**src/rtl/vpw_tx.sv**
```systemverilog
module vpw_tx #(
  parameter int MAX_BYTES = 12,
  parameter int SOF_US    = 240,
  parameter int LONG_US   = 128,
  parameter int SHORT_US  = 64,
  parameter int IDLE_US   = 280
) (
  input  logic                       clk,
  input  logic                       rst_n,
  input  logic                       tick_us,
  input  logic                       start,
  input  logic [$clog2(MAX_BYTES+1)-1:0] frame_len,
  input  logic [MAX_BYTES*8-1:0]     frame_data,
  output logic                       busy,
  output logic                       done,
  output logic                       lost,
  output logic                       bus_tx,
  input  logic                       bus_rx
);
  localparam int LW     = $clog2(MAX_BYTES + 1);
  localparam int DW     = MAX_BYTES * 8;
  localparam int MAXSYM = (SOF_US > LONG_US) ? SOF_US : LONG_US;
  localparam int CW     = $clog2(MAXSYM);
  localparam int IW     = $clog2(IDLE_US + 1);

  typedef enum logic [1:0] {S_IDLE, S_WAIT, S_SOF, S_BIT} st_t;

  st_t           st;
  logic [IW-1:0] idle_cnt;
  logic [CW-1:0] sym_cnt;
  logic [LW-1:0] byte_idx, len_q;
  logic [2:0]    bit_idx;
  logic          sym_act;
  logic [DW-1:0] data_q;
  logic          tx_q, done_q, lost_q;

  logic [7:0] cur_byte;
  logic       cur_bit, sym_end, last_bit, len_ok, bus_idle;

  assign bus_idle = idle_cnt >= IW'(IDLE_US);
  assign cur_byte = data_q[int'(byte_idx)*8 +: 8];
  assign cur_bit  = cur_byte[3'd7 - bit_idx];
  assign sym_end  = sym_cnt == ((cur_bit ^ sym_act) ? CW'(LONG_US - 1) : CW'(SHORT_US - 1));
  assign last_bit = (bit_idx == 3'd7) && (byte_idx == len_q - LW'(1));
  assign len_ok   = (frame_len != '0) && (frame_len <= LW'(MAX_BYTES));

  assign busy   = st != S_IDLE;
  assign done   = done_q;
  assign lost   = lost_q;
  assign bus_tx = tx_q;

  always_ff @(posedge clk or negedge rst_n) begin
    if (!rst_n) begin
      idle_cnt <= '0;
    end else if (tick_us) begin
      if (bus_rx)         idle_cnt <= '0;
      else if (!bus_idle) idle_cnt <= idle_cnt + 1'b1;
    end
  end

  always_ff @(posedge clk or negedge rst_n) begin
    if (!rst_n) begin
      st       <= S_IDLE;
      sym_cnt  <= '0;
      byte_idx <= '0;
      bit_idx  <= '0;
      len_q    <= '0;
      sym_act  <= 1'b0;
      data_q   <= '0;
      tx_q     <= 1'b0;
      done_q   <= 1'b0;
      lost_q   <= 1'b0;
    end else begin
      case (st)
        S_IDLE: if (start && len_ok) begin
          data_q <= frame_data;
          len_q  <= frame_len;
          done_q <= 1'b0;
          lost_q <= 1'b0;
          st     <= S_WAIT;
        end
        S_WAIT: if (tick_us && bus_idle) begin
          st      <= S_SOF;
          sym_cnt <= '0;
          tx_q    <= 1'b1;
        end
        S_SOF: if (tick_us) begin
          if (sym_cnt == CW'(SOF_US - 1)) begin
            st       <= S_BIT;
            sym_cnt  <= '0;
            sym_act  <= 1'b0;
            byte_idx <= '0;
            bit_idx  <= '0;
            tx_q     <= 1'b0;
          end else begin
            sym_cnt <= sym_cnt + 1'b1;
          end
        end
        S_BIT: if (tick_us) begin
          if (!sym_act && bus_rx) begin
            lost_q <= 1'b1;
            tx_q   <= 1'b0;
            st     <= S_IDLE;
          end else if (sym_end) begin
            sym_cnt <= '0;
            sym_act <= ~sym_act;
            if (last_bit) begin
              done_q <= 1'b1;
              tx_q   <= 1'b0;
              st     <= S_IDLE;
            end else begin
              tx_q    <= ~sym_act;
              bit_idx <= bit_idx + 1'b1;
              if (bit_idx == 3'd7) byte_idx <= byte_idx + 1'b1;
            end
          end else begin
            sym_cnt <= sym_cnt + 1'b1;
          end
        end
        default: st <= S_IDLE;
      endcase
    end
  end

  p_quiet_when_idle_r1: assert property (@(posedge clk) disable iff (!rst_n)
    (st == S_IDLE || st == S_WAIT) |-> !bus_tx);

  p_sof_after_idle_r3: assert property (@(posedge clk) disable iff (!rst_n)
    ($rose(bus_tx) && st == S_SOF) |-> $past(bus_idle));

  p_sof_bound_r4: assert property (@(posedge clk) disable iff (!rst_n)
    (st == S_SOF) |-> (sym_cnt < CW'(SOF_US)));

  p_done_released_r7: assert property (@(posedge clk) disable iff (!rst_n)
    $rose(done) |-> (!bus_tx && !busy));

  p_status_excl_r7: assert property (@(posedge clk) disable iff (!rst_n)
    !(done && lost));

  p_loss_on_dominant_r8: assert property (@(posedge clk) disable iff (!rst_n)
    $rose(lost) |-> ($past(bus_rx) && !bus_tx && !busy));

  p_tick_gate_r11: assert property (@(posedge clk) disable iff (!rst_n)
    !tick_us |=> $stable(bus_tx));
endmodule

```
**config.mk**
```make
export PLATFORM = sky130hd
export DESIGN_NAME = vpw_tx
export DESIGN_NICKNAME = d
export VERILOG_FILES = /design/src/rtl/vpw_tx.sv
export SDC_FILE = /design/constraint.sdc
export NUM_CORES = 1
export LEC_CHECK = 0
export BUFFER_PORTS_ARGS = -buffer_cell sky130_fd_sc_hd__buf_2
export CAP_MARGIN = 40
export CORE_MARGIN = 4
export CORE_UTILIZATION = 50
export DETAILED_ROUTE_END_ITERATION = 8
export PLACE_DENSITY = 0.75
export SLEW_MARGIN = 10
export SYNTH_ARGS = -nofsm -noshare
export SYNTH_HDL_FRONTEND = slang
export SYNTH_SLANG_ARGS = --single-unit
```
**constraint.sdc**
```tcl
create_clock -name clk -period 9.1 [get_ports clk]
set_input_delay 0.455 -clock clk [delete_from_list [all_inputs] [get_ports clk]]
set_output_delay 0.455 -clock clk [all_outputs]
set_load 0.02 [all_outputs]
```
[Word-level counts from Yosys, hierarchy flattened]
Cells that the tools add are included.
Storage, ports and cells
  register bits: 130
  word-level logic and storage cells: 123
  output and inout port bits: 4
  input bits: 105
Operators by class
  $lt $le $gt $ge: 3
  reductions and logical operators: 22
  equality and inequality tests: 21
  add/sub/neg operators: 6
  muxes and demuxes: 57
  bitwise gates (word level): 2
  shift operators: 1
Operators by type and width (count)
  96-bit by 8-bit variable part select with 8-bit output: 1
  8-bit 2-to-1 mux: 6
  4-bit 2-to-1 mux: 7
  2-bit inequality test (second input constant): 12
  8-bit one-hot mux with 3 select lines: 1
  1-bit 2-to-1 mux: 18
  3-bit 2-to-1 mux: 6
  9-bit 2-to-1 mux: 2
  6-bit AND reduction: 3
  2-bit 2-to-1 mux: 8
  7-bit AND reduction: 2
  9-bit by 1-bit adder with 9-bit output (second input constant): 1
  9-bit >= comparator (second input constant): 1
  8-bit by 1-bit adder with 8-bit output (second input constant): 1
  8-bit by 7-bit == test with 1-bit output: 1
  8-bit == test (second input constant): 1
  2-bit one-hot mux with 4 select lines: 1
  4-bit one-hot mux with 2 select lines: 1
  8-bit AND reduction: 1
  7-bit 2-to-1 mux: 1
  3-bit inequality test (second input constant): 2
  1-bit one-hot mux with 2 select lines: 3
  3-bit one-hot mux with 2 select lines: 1
  2-bit nonzero test: 3
  22 further kinds: 28

[Longest topological paths before layout]
Gate-level depths: netlist of run 1.
  depth in word-level cells: 10
  mapped depth: 11
  mapped depth without buffers: 10

[Least setup slack after synthesis of run 1]
No wires, ideal clock.
  path type: register -> register
  start point: register byte_idx[0]
  end point: register st[1]
  stages on the path, launching flop included: 11
  path slack: 6252 ps
  data required time: 8973 ps
  period minus slack after synthesis: 2848 ps
  data arrival time: 2721 ps
  library setup time: 127 ps
  path buffers: 2
  path through: dfrtp_1 > buf_6 > buf_6 > mux4_2 > a22oi_1 > nand4_1 > a21oi_1 > o21ai_0 > and2_1 > a211o_1 > mux2_1
On the way
  word-level cells in the longest chain between the ends: 8
  elaborated cells on any way between the ends: 11
  classes of those cells: eq/ne (4); shift (1); mux (3); bitwise (1); reduce/logical (2)
Ends and longest elaborated chain
  start, declared: line 31  | logic [LW-1:0] byte_idx, len_q;
  start signal, assigned: line 114  | if (bit_idx == 3'd7) byte_idx <= byte_idx + 1'b1;
  96-bit by 8-bit variable part select with 8-bit output: line 41  | assign cur_byte = data_q[int'(byte_idx)*8 +: 8];
  1-bit binary-select mux with 3-bit select: line 42  | assign cur_bit = cur_byte[3'd7 - bit_idx];
  1-bit 2-to-1 mux (implied by the code): line 42
  1-bit XOR: line 43  | assign sym_end = sym_cnt == ((cur_bit ^ sym_act) ? CW'(LONG_US - 1) : CW'(SHORT_US - 1));
  7-bit 2-to-1 mux: line 43
  8-bit by 7-bit == test with 1-bit output: line 43
  3-bit inequality test (no line)
  7-bit AND reduction (no line) (*)
  end signal, assigned: line 63  | st <= S_IDLE;
  end signal, assigned: line 80  | st <= S_WAIT;
  end signal, assigned: line 83  | st <= S_SOF;
  end, declared: line 28  | st_t st;
Mark *: on every way between the ends. The rest lies on a longest branch, timed or not. The select of a mux whose other input is x is not followed.
A chain may end at the register's enable or synchronous reset.

[Final worst setup path of run 1]
  start point: register byte_idx[0]
  end point: register byte_idx[2]
On the way
  word-level cells in the longest chain between the ends: 8
  elaborated cells on any way between the ends: 18
  classes of those cells: add/sub (1); eq/ne (4); shift (1); mux (9); bitwise (1); reduce/logical (2)
Ends and longest elaborated chain (line)
  96-bit by 8-bit variable part select with 8-bit output: 41
  1-bit binary-select mux with 3-bit select: 42
  1-bit 2-to-1 mux (implied by the code): 42
  1-bit XOR: 43
  7-bit 2-to-1 mux: 43
  8-bit by 7-bit == test with 1-bit output: 43
  2-bit inequality test (no line)
  8-bit AND reduction (no line)
Several ways; a longest one is shown, not always the timed one. The select of a mux whose other input is x is not followed.

==> results of run 1 <==
==> metal layers <==
layer  track usage (%)  routed length [um]
met5                 0                   0
met4             7.348                 285
met3             6.313                 715
met2             34.66                7340
met1             25.66                6077
==> critical path, cell delays in order (launching register included) <==
cell and delay (ps):
dfrtp_2 560, buf_12 240, mux4_2 520, a22oi_1 220
nand4_1 120, a21oi_1 440, o21bai_4 150, xnor2_4 440
a41oi_1 200, a221o_1 290
==> logic make-up (layout without fill, tap and decap cells) <==
group | count (synthesis) | after routing | share of synthesized area [%]
mux | 134 | 134 | 27.33
flops | 130 | 130 | 49.59
simple gates | 112 | 112 | 8.678
compound gates | 71 | 71 | 7.573
buf+inv | 42 | 162 | 2.785
fa+ha+maj | 12 | 12 | 2.289
xor+xnor | 11 | 11 | 1.755
==> flip-flops by register name, summed over array words and instances, names as in the netlist, 2 cells and up <==
register and count:
len_q 4, st 2, byte_idx 4, bit_idx 3, idle_cnt 9, data_q 96
sym_cnt 8
==> worst paths after layout <==
| kind | from | to | slack (ps) | cells past startpoint |
|---|---|---|---|---|
| max | byte_idx[0]$_DFFE_PN0P_ | byte_idx[2]$_DFFE_PN0P_ | 5780 | 9 |
| min | frame_data[57] | data_q[57]$_DFFE_PN0P_ | 260 | 2 |
| max reg2reg | byte_idx[0]$_DFFE_PN0P_ | byte_idx[2]$_DFFE_PN0P_ | 5780 | 9 |
| min reg2reg | idle_cnt[8]$_DFFE_PN0P_ | idle_cnt[8]$_DFFE_PN0P_ | 500 | 2 |
| max in group asynchronous | rst_n | data_q[14]$_DFFE_PN0P_ | 7370 | 4 |
| min in group asynchronous | rst_n | data_q[66]$_DFFE_PN0P_ | 400 | 2 |
==> per-stage QoR <==
step / cells / utilization (%)
after CTS: 803 / 62.07
after floorplan: 512 / -
final: 804 / 62.13
after global routing: 804 / 62.13
after global placement: 766 / 56.66
after detailed placement: 770 / 57.29
==> area by class of cell <==
type | count | share of cell area (%)
inverters | 13 | 0.6174
clock buffers | 20 | 5.905
repair buffers | 117 | 8.390
flip-flops and latches | 130 | 41.17
clock inverters | 12 | 1.662
multi-input cells | 340 | 39.53
well taps | 172 | 2.723
==> power groups by stage <==
stage                     Combinational (mW)  Clock, mW  Sequential (mW)
final                                 0.0448      0.680            0.584
after global routing                  0.0515      0.722            0.584
after CTS                             0.0460      0.694            0.583
after detailed placement              0.0455          0            0.594
after global placement                0.0425          0            0.594
after floorplan                      0.00643          0            0.593
==> placed cells by master (no fill, tap or decap), types with 8 or more instances in the layout <==
cell type and count:
mux4_2 26, nand2_1 28, ha_1 12, a31oi_1 10
buf_2 108, nand3_1 11, dfrtp_1 129, and3_1 8
a21oi_1 12, nor2_1 22, clkbuf_16 17, o21ai_0 18
mux2_2 100, inv_1 13, nor3_1 9
==> impl_summary.log, run 1 <==
[metrics] achievable clock frequency: 300.9 MHz
[metrics] clock-pin slew reported for the worst setup and hold paths after clock tree synthesis: 60 ps
[metrics] max-cap viol count: 0
[metrics] Worst Path Arrival: 3620 ps
[metrics] fill cell count: 1031
[metrics] TNS Setup: 0 ps
[metrics] remaining antenna violation count: 0
[metrics] I/O Buffers: 108
[metrics] Switching Power: 282.9 uW
[metrics] count of nets after finishing: 736
[metrics] critical path launch point type: register
[metrics] drt initial violations: 293
[metrics] Post-Synthesis Mean Instance Area: 12.81 um^2
[metrics] proportion of layout cells with a drive suffix above 1: 44.62%
[metrics] final slew viol count: 0
[metrics] placeable core region: 12720 um^2
[metrics] global-route wire length before repair: 23850 um
[metrics] antenna diode count: 0
[metrics] share of the yosys chip area belonging to registers: 49.59%
[metrics] Max rail drop VDD: 0.0001471 V
[metrics] cell count after synthesis: 512
[metrics] Hold WC Path Type: input pin to register
[metrics] count of instances resized after the clock tree is built: 0
[metrics] number of nets in the synthesized netlist: 629
[metrics] overall power of the completed layout: 1.309 mW
[metrics] last weighted congestion value of the routability-driven placer: 0.8106
[metrics] ports placed on the boundary: 109
[metrics] DRC viols: 0
[metrics] clock latency at the later pin of the worst-skew pair: 420 ps
[metrics] run status: finished clean
[metrics] #FFs+latches synth: 130
[metrics] Leakage: 3.907 nW
[metrics] setup slack after placement: 5781 ps
[metrics] clk root buf: clkbuf_16
[metrics] clock net sink count: 130
[metrics] mean number of vias per cell: 5.558
[metrics] overall routed net length: 14420 um
[metrics] count of standard-cell rows: 41
[metrics] RSZ-0062 raised after global routing: no
[metrics] switching part of the total: 21.62%
[metrics] Overflow after GRT: 0
[metrics] post-layout instance area: 7904 um^2
[metrics] number of distinct library cell variants in the gate-level netlist after synthesis: 53
[metrics] Clk pwr share: 52.0%
[metrics] critical path type: register to register
[metrics] initial antenna violation count: 0
[metrics] final period demand of the worst path: 3324 ps
[metrics] Post-synth EDFFs: 0
[metrics] most common flop cell mapped by yosys: dfrtp_1
[metrics] most area-hungry cell type in the Yosys netlist: dfrtp_1
[metrics] number of hold violations in the final report: 0
[metrics] post-detailed-placement half-perimeter wirelength: 10330 um
[metrics] Max H-tree Level: 4
[metrics] smallest hold slack: 260.0 ps
[metrics] vias in the first global route: 4881
[metrics] portion of total power attributed to sequential cells: 44.6%
[metrics] normalized max-slew margin: 44.24%
[metrics] Routed wire per std cell: 17.93 um
[metrics] register area: 3254 um^2
[metrics] total of hold buffers inserted after clock tree synthesis: 1
[metrics] Data required, critical path: 9400 ps
[metrics] total number of vias: 4469
[metrics] most instantiated library cell after synthesis: dfrtp_1
[metrics] cell-internal power: 1.026 mW
[metrics] list of most frequent post-synthesis cells: 130 x dfrtp_1, 100 x mux2_2, 28 x nand2_1
[metrics] cells taking the most area after synthesis: dfrtp_1 50%, mux2_2 17%, mux4_2 8.9%
[metrics] number of post-CTS setup repair buffers: 0
[metrics] Logic pwr share: 3.4%
[metrics] Synth warnings: 0
[metrics] multi-input gate area in the final layout: 3124 um^2
[metrics] chip width: 122.5 um
[metrics] number of buffers created by CTS: 17
[metrics] cell area after synthesis: 6560 um^2
[metrics] fin crit share: 36.53%
[metrics] maximum number of pins on one net before global-route repair: 69
[metrics] peak fanout along the critical path: 22
[metrics] # setup viols final: 0
[metrics] Max clock buf depth: 2
[metrics] area overhead of the layout relative to synthesis: 20.48%
[metrics] starting utilization of the core area: 51.56%
[metrics] smallest setup slack after layout: 5776 ps
[metrics] GRT Total Usage: 20.75%
[metrics] die height: 122.5 um
[metrics] portion of synthesized cell area occupied by the leading cell type: 49.59%
[metrics] post-placement cell area: 7288 um^2
[metrics] areal power density over the cells: 165.6 nW/um^2
[metrics] First-pass DRT Iterations: 4
[metrics] slew at the pin with the worst max-slew slack: 836.5 ps
[metrics] final setup skew: 6.057 ps
[metrics] nature of the critical path endpoint: register
[metrics] TritonCTS clock tree: yes
[metrics] DIE AREA: 15020 um^2
[metrics] proportion of synthesized flip-flops having asynchronous set or reset: 100.0%
Note: power is estimated with default switching activity, not from simulation.
==> run 2: changes to the inputs <==
ABC_AREA = 1   (was not set)
clock period = 3.3 ns   (was 9.1 ns; I/O delays follow)
==> run 2 against run 1 <==
Net effect:
- sequential power grew to 4.4 times the previous value
- maximum frequency up 25%
- combinational power rose to 63 times the previous value
- non-clock buffer count is 59 higher
- final area up 9.1%
- largest cell class unchanged
==> impl_summary.log, run 2 <==
[metrics] slew at the pin with the worst max-slew slack: 728.1 ps (was 836.5 ps)
[metrics] count of placed standard cells in the final layout, fillers left out: 1153 (was 804)
[metrics] top library cells by usage in the layout, fill and taps aside: 152 x nand2_1, 129 x dfrtp_1, 109 x nor2_1, 107 x buf_2, 102 x inv_1 (was 129 x dfrtp_1, 108 x buf_2, 100 x mux2_2, 28 x nand2_1, 26 x mux4_2)
[metrics] First-pass DRT Iterations: 5 (was 4)
[metrics] clock net sink count: 130 (unchanged)
[metrics] vias in the first global route: 5935 (was 4881)
[metrics] RSZ-0062 raised after global routing: no (unchanged)
[metrics] drt initial violations: 425 (was 293)
[metrics] antenna diode count: 0 (unchanged)
[metrics] number of buffers created by CTS: 17 (unchanged)
[metrics] I/O Buffers: 108 (unchanged)
[metrics] portion of synthesized cell area occupied by the leading cell type: 48.80% (was 49.59%)
[metrics] maximum number of pins on one net before global-route repair: 76 (was 69)
[metrics] Overflow after GRT: 0 (unchanged)
[metrics] count of standard-cell rows: 41 (unchanged)
[metrics] ports placed on the boundary: 109 (unchanged)
[metrics] CP max-delay cell: dfrtp_1 (was dfrtp_2)
[metrics] Data required, critical path: 3640 ps (was 9400 ps)
[metrics] cell count after synthesis: 808 (was 512)
[metrics] run status: finished clean (unchanged)
[metrics] Worst path most repeated cell: nand2_1
[metrics] count of nets after finishing: 1085 (was 736)
[metrics] starting utilization of the core area: 51.98% (was 51.56%)
[metrics] max-cap viol count: 0 (unchanged)
[metrics] peak fanout along the critical path: 34 (was 22)
[metrics] TNS Setup: 0 ps (unchanged)
[metrics] last weighted congestion value of the routability-driven placer: 0.8391 (was 0.8106)
[metrics] final setup skew: 6.603 ps (was 6.057 ps)
[metrics] proportion of layout cells with a drive suffix above 1: 19.57% (was 44.62%)
[metrics] setup slack after placement: 680.3 ps (was 5781 ps)
[metrics] clk root buf: clkbuf_16 (unchanged)
[metrics] crit-path cells: inv_4 > nor2_1 > nand2_1 > nand2_1 > nand2_1 > nand3_1 > nand3_1 > nand3_1 > nand2_1 > nand2_1 > nand2_1 > nand2_1 > nand2_1 > nand2_2 > nand2_4 > nand2_2 > nand2_2 > o21ai_1 (was buf_12 > mux4_2 > a22oi_1 > nand4_1 > a21oi_1 > o21bai_4 > xnor2_4 > a41oi_1 > a221o_1)
[metrics] cells taking the most area after synthesis: dfrtp_1 49%, nand2_1 8.6%, mux2_2 6.8% (was dfrtp_1 50%, mux2_2 17%, mux4_2 8.9%)
[metrics] clock-pin slew reported for the worst setup and hold paths after clock tree synthesis: 60 ps (about the same)
[metrics] # setup viols final: 0 (unchanged)
[metrics] number of flip-flops under the largest register name: 96 (unchanged)
[metrics] Synth warnings: 0 (unchanged)
[metrics] final core occ: 67.22% (was 62.13%)
[metrics] global-route wire length before repair: 27870 um (was 23850 um)
[metrics] chip width: 123.5 um (was 122.5 um)
[metrics] DIE AREA: 15240 um^2 (was 15020 um^2)
[metrics] clock latency at the later pin of the worst-skew pair: 420 ps (about the same)
[metrics] list of most frequent post-synthesis cells: 152 x nand2_1, 130 x dfrtp_1, 109 x nor2_1 (was 130 x dfrtp_1, 100 x mux2_2, 28 x nand2_1)
[metrics] areal power density over the cells: 863.3 nW/um^2 (was 165.6 nW/um^2)
[metrics] Leakage: 4.305 nW (was 3.907 nW)
[metrics] fin crit share: 80.29% (was 36.53%)
[metrics] post-detailed-placement half-perimeter wirelength: 11020 um (was 10330 um)
[metrics] most common flop cell mapped by yosys: dfrtp_1 (unchanged)
[metrics] initial antenna violation count: 0 (unchanged)
[metrics] overall routed net length: 16700 um (was 14420 um)
[metrics] area overhead of the layout relative to synthesis: 29.32% (was 20.48%)
[metrics] number of placed instances with taps included: 1058 (was 770)
[metrics] number of hold violations in the final report: 0 (unchanged)
[metrics] count of instances resized after the clock tree is built: 0 (unchanged)
[metrics] registers with the most flip-flops: data_q x96, idle_cnt x9, sym_cnt x8 (unchanged)
[metrics] number of distinct library cell variants in the gate-level netlist after synthesis: 36 (was 53)
[metrics] TritonCTS clock tree: yes (unchanged)
[metrics] Max clock buf depth: 2 (unchanged)
[metrics] Post-synth EDFFs: 0 (unchanged)
[metrics] placeable core region: 12820 um^2 (was 12720 um^2)
[metrics] remaining antenna violation count: 0 (unchanged)
[metrics] total number of vias: 5918 (was 4469)
[metrics] Max H-tree Level: 4 (unchanged)
[metrics] Max rail drop VDD: 0.0005000 V (was 0.0001471 V)
[metrics] share of the yosys chip area belonging to registers: 48.80% (was 49.59%)
[metrics] Post-Synthesis Mean Instance Area: 8.250 um^2 (was 12.81 um^2)
[metrics] Worst Path Arrival: 2990 ps (was 3620 ps)
[metrics] most frequent standard cell in the layout excluding fill and tap cells: nand2_1 (was dfrtp_1)
[metrics] GRT Total Usage: 23.46% (was 20.75%)
[metrics] #FFs+latches synth: 130 (unchanged)
[metrics] mean number of vias per cell: 5.133 (was 5.558)
[metrics] DRC viols: 0 (unchanged)
[metrics] number of nets in the synthesized netlist: 925 (was 629)
[metrics] Hold WC Path Type: input pin to register (unchanged)
[metrics] final period demand of the worst path: 2650 ps (was 3324 ps)
[metrics] most area-hungry cell type in the Yosys netlist: dfrtp_1 (unchanged)
[metrics] normalized max-slew margin: 51.46% (was 44.24%)
[metrics] Routed wire per std cell: 14.49 um (was 17.93 um)
[metrics] die height: 123.5 um (was 122.5 um)
[metrics] nature of the critical path endpoint: register (unchanged)
[metrics] critical path launch point type: register (unchanged)
[metrics] register with the highest flop count: data_q (unchanged)
[metrics] most instantiated library cell after synthesis: nand2_1 (was dfrtp_1)
[metrics] max incr delay on CP: 800 ps (was 560 ps)
[metrics] smallest setup slack after layout: 650.4 ps (was 5776 ps)
[metrics] achievable clock frequency: 377.4 MHz (was 300.9 MHz)
[metrics] final slew viol count: 0 (unchanged)
[metrics] proportion of synthesized flip-flops having asynchronous set or reset: 100.0% (unchanged)
[metrics] critical path type: register to register (unchanged)
[metrics] cell area after synthesis: 6666 um^2 (was 6560 um^2)
==> run 2: layout make-up <==
type,count,area [um^2]
clock buffer,24,491.7
clock inverter,8,148.9
fill,1007,4204
inverter,106,400.4
multi-input combinational,537,2861
sequential,130,3254
tap,172,215.2
timing repair buffer,176,1249
==> run 2: final timing paths <==
| kind | startpoint | end | slack [ps] | depth (start not counted) |
|---|---|---|---|---|
| min in group asynchronous | rst_n | data_q[31]$_DFFE_PN0P_ | 350 | 2 |
| max in group asynchronous | rst_n | byte_idx[0]$_DFFE_PN0P_ | 2090 | 3 |
| worst min register to register | bus_tx$_DFFE_PN0P_ | bus_tx$_DFFE_PN0P_ | 500 | 2 |
| worst min-delay path | frame_data[62] | data_q[62]$_DFFE_PN0P_ | 10 | 3 |
| worst max register to register | byte_idx[1]$_DFFE_PN0P_ | sym_cnt[4]$_DFFE_PN0P_ | 650 | 18 |
| worst max-delay path | byte_idx[1]$_DFFE_PN0P_ | sym_cnt[4]$_DFFE_PN0P_ | 650 | 18 |
==> run 2: report_power, final <==
| part | internal (mW) | switching [mW] |
|---|---|---|
| clock | 1.35 | 0.686 |
| sequential | 2.25 | 0.340 |
| combinational | 1.13 | 1.70 |
| total | 4.72 | 2.72 |
==> run 2: worst max-delay path: cells and delay by family (launching register included) <==
family	cells	cell delay, ps
AOI/OAI and AO/OA	1	140
DFF	1	800
buffers and inverters	1	300
and+or+nand+nor	16	1320
==> run 2: layer usage <==
layer | track usage [%] | vias up | part of all wire (%)
li1 | - | 2909 | -
met1 | 31.38 | 2778 | 45
met2 | 37.85 | 200 | 47
met3 | 5.215 | 31 | 5.5
met4 | 8.097 | 0 | 2.0
met5 | 0 | - | 0
==> run 2: kinds of logic (layout without fill, tap and decap cells) <==
kind of cell / count (synthesis) / after routing / share of synthesized area, %
XOR/XNOR: 13 / 13 / 1.708
AND/OR/NAND/NOR: 354 / 354 / 22.20
multiplexers: 41 / 41 / 6.907
AO/OA/AOI/OAI: 117 / 117 / 9.666
flip-flops: 130 / 130 / 48.80
adder cells (fa/ha/maj): 12 / 12 / 2.252
buffers and inverters: 141 / 314 / 8.465
==> run 2: through the flow <==
step | power, mW | cell area [um^2] | hold WS (ps)
final | 7.442 | 8621 | 13.84
after global routing | 7.993 | 8621 | 7.752
after global placement | 5.245 | 7350 | 270.9
after detailed placement | 5.324 | 7350 | 270.2
after CTS | 7.436 | 8621 | 1.505
after floorplan | 4.648 | 6666 | -130.6
==> run 2: timing repair <==
action | CTS | global route
setup buffers | 0 | 0
endpoints found under the hold margin | 117 | 0
hold buffers | 63 | 0
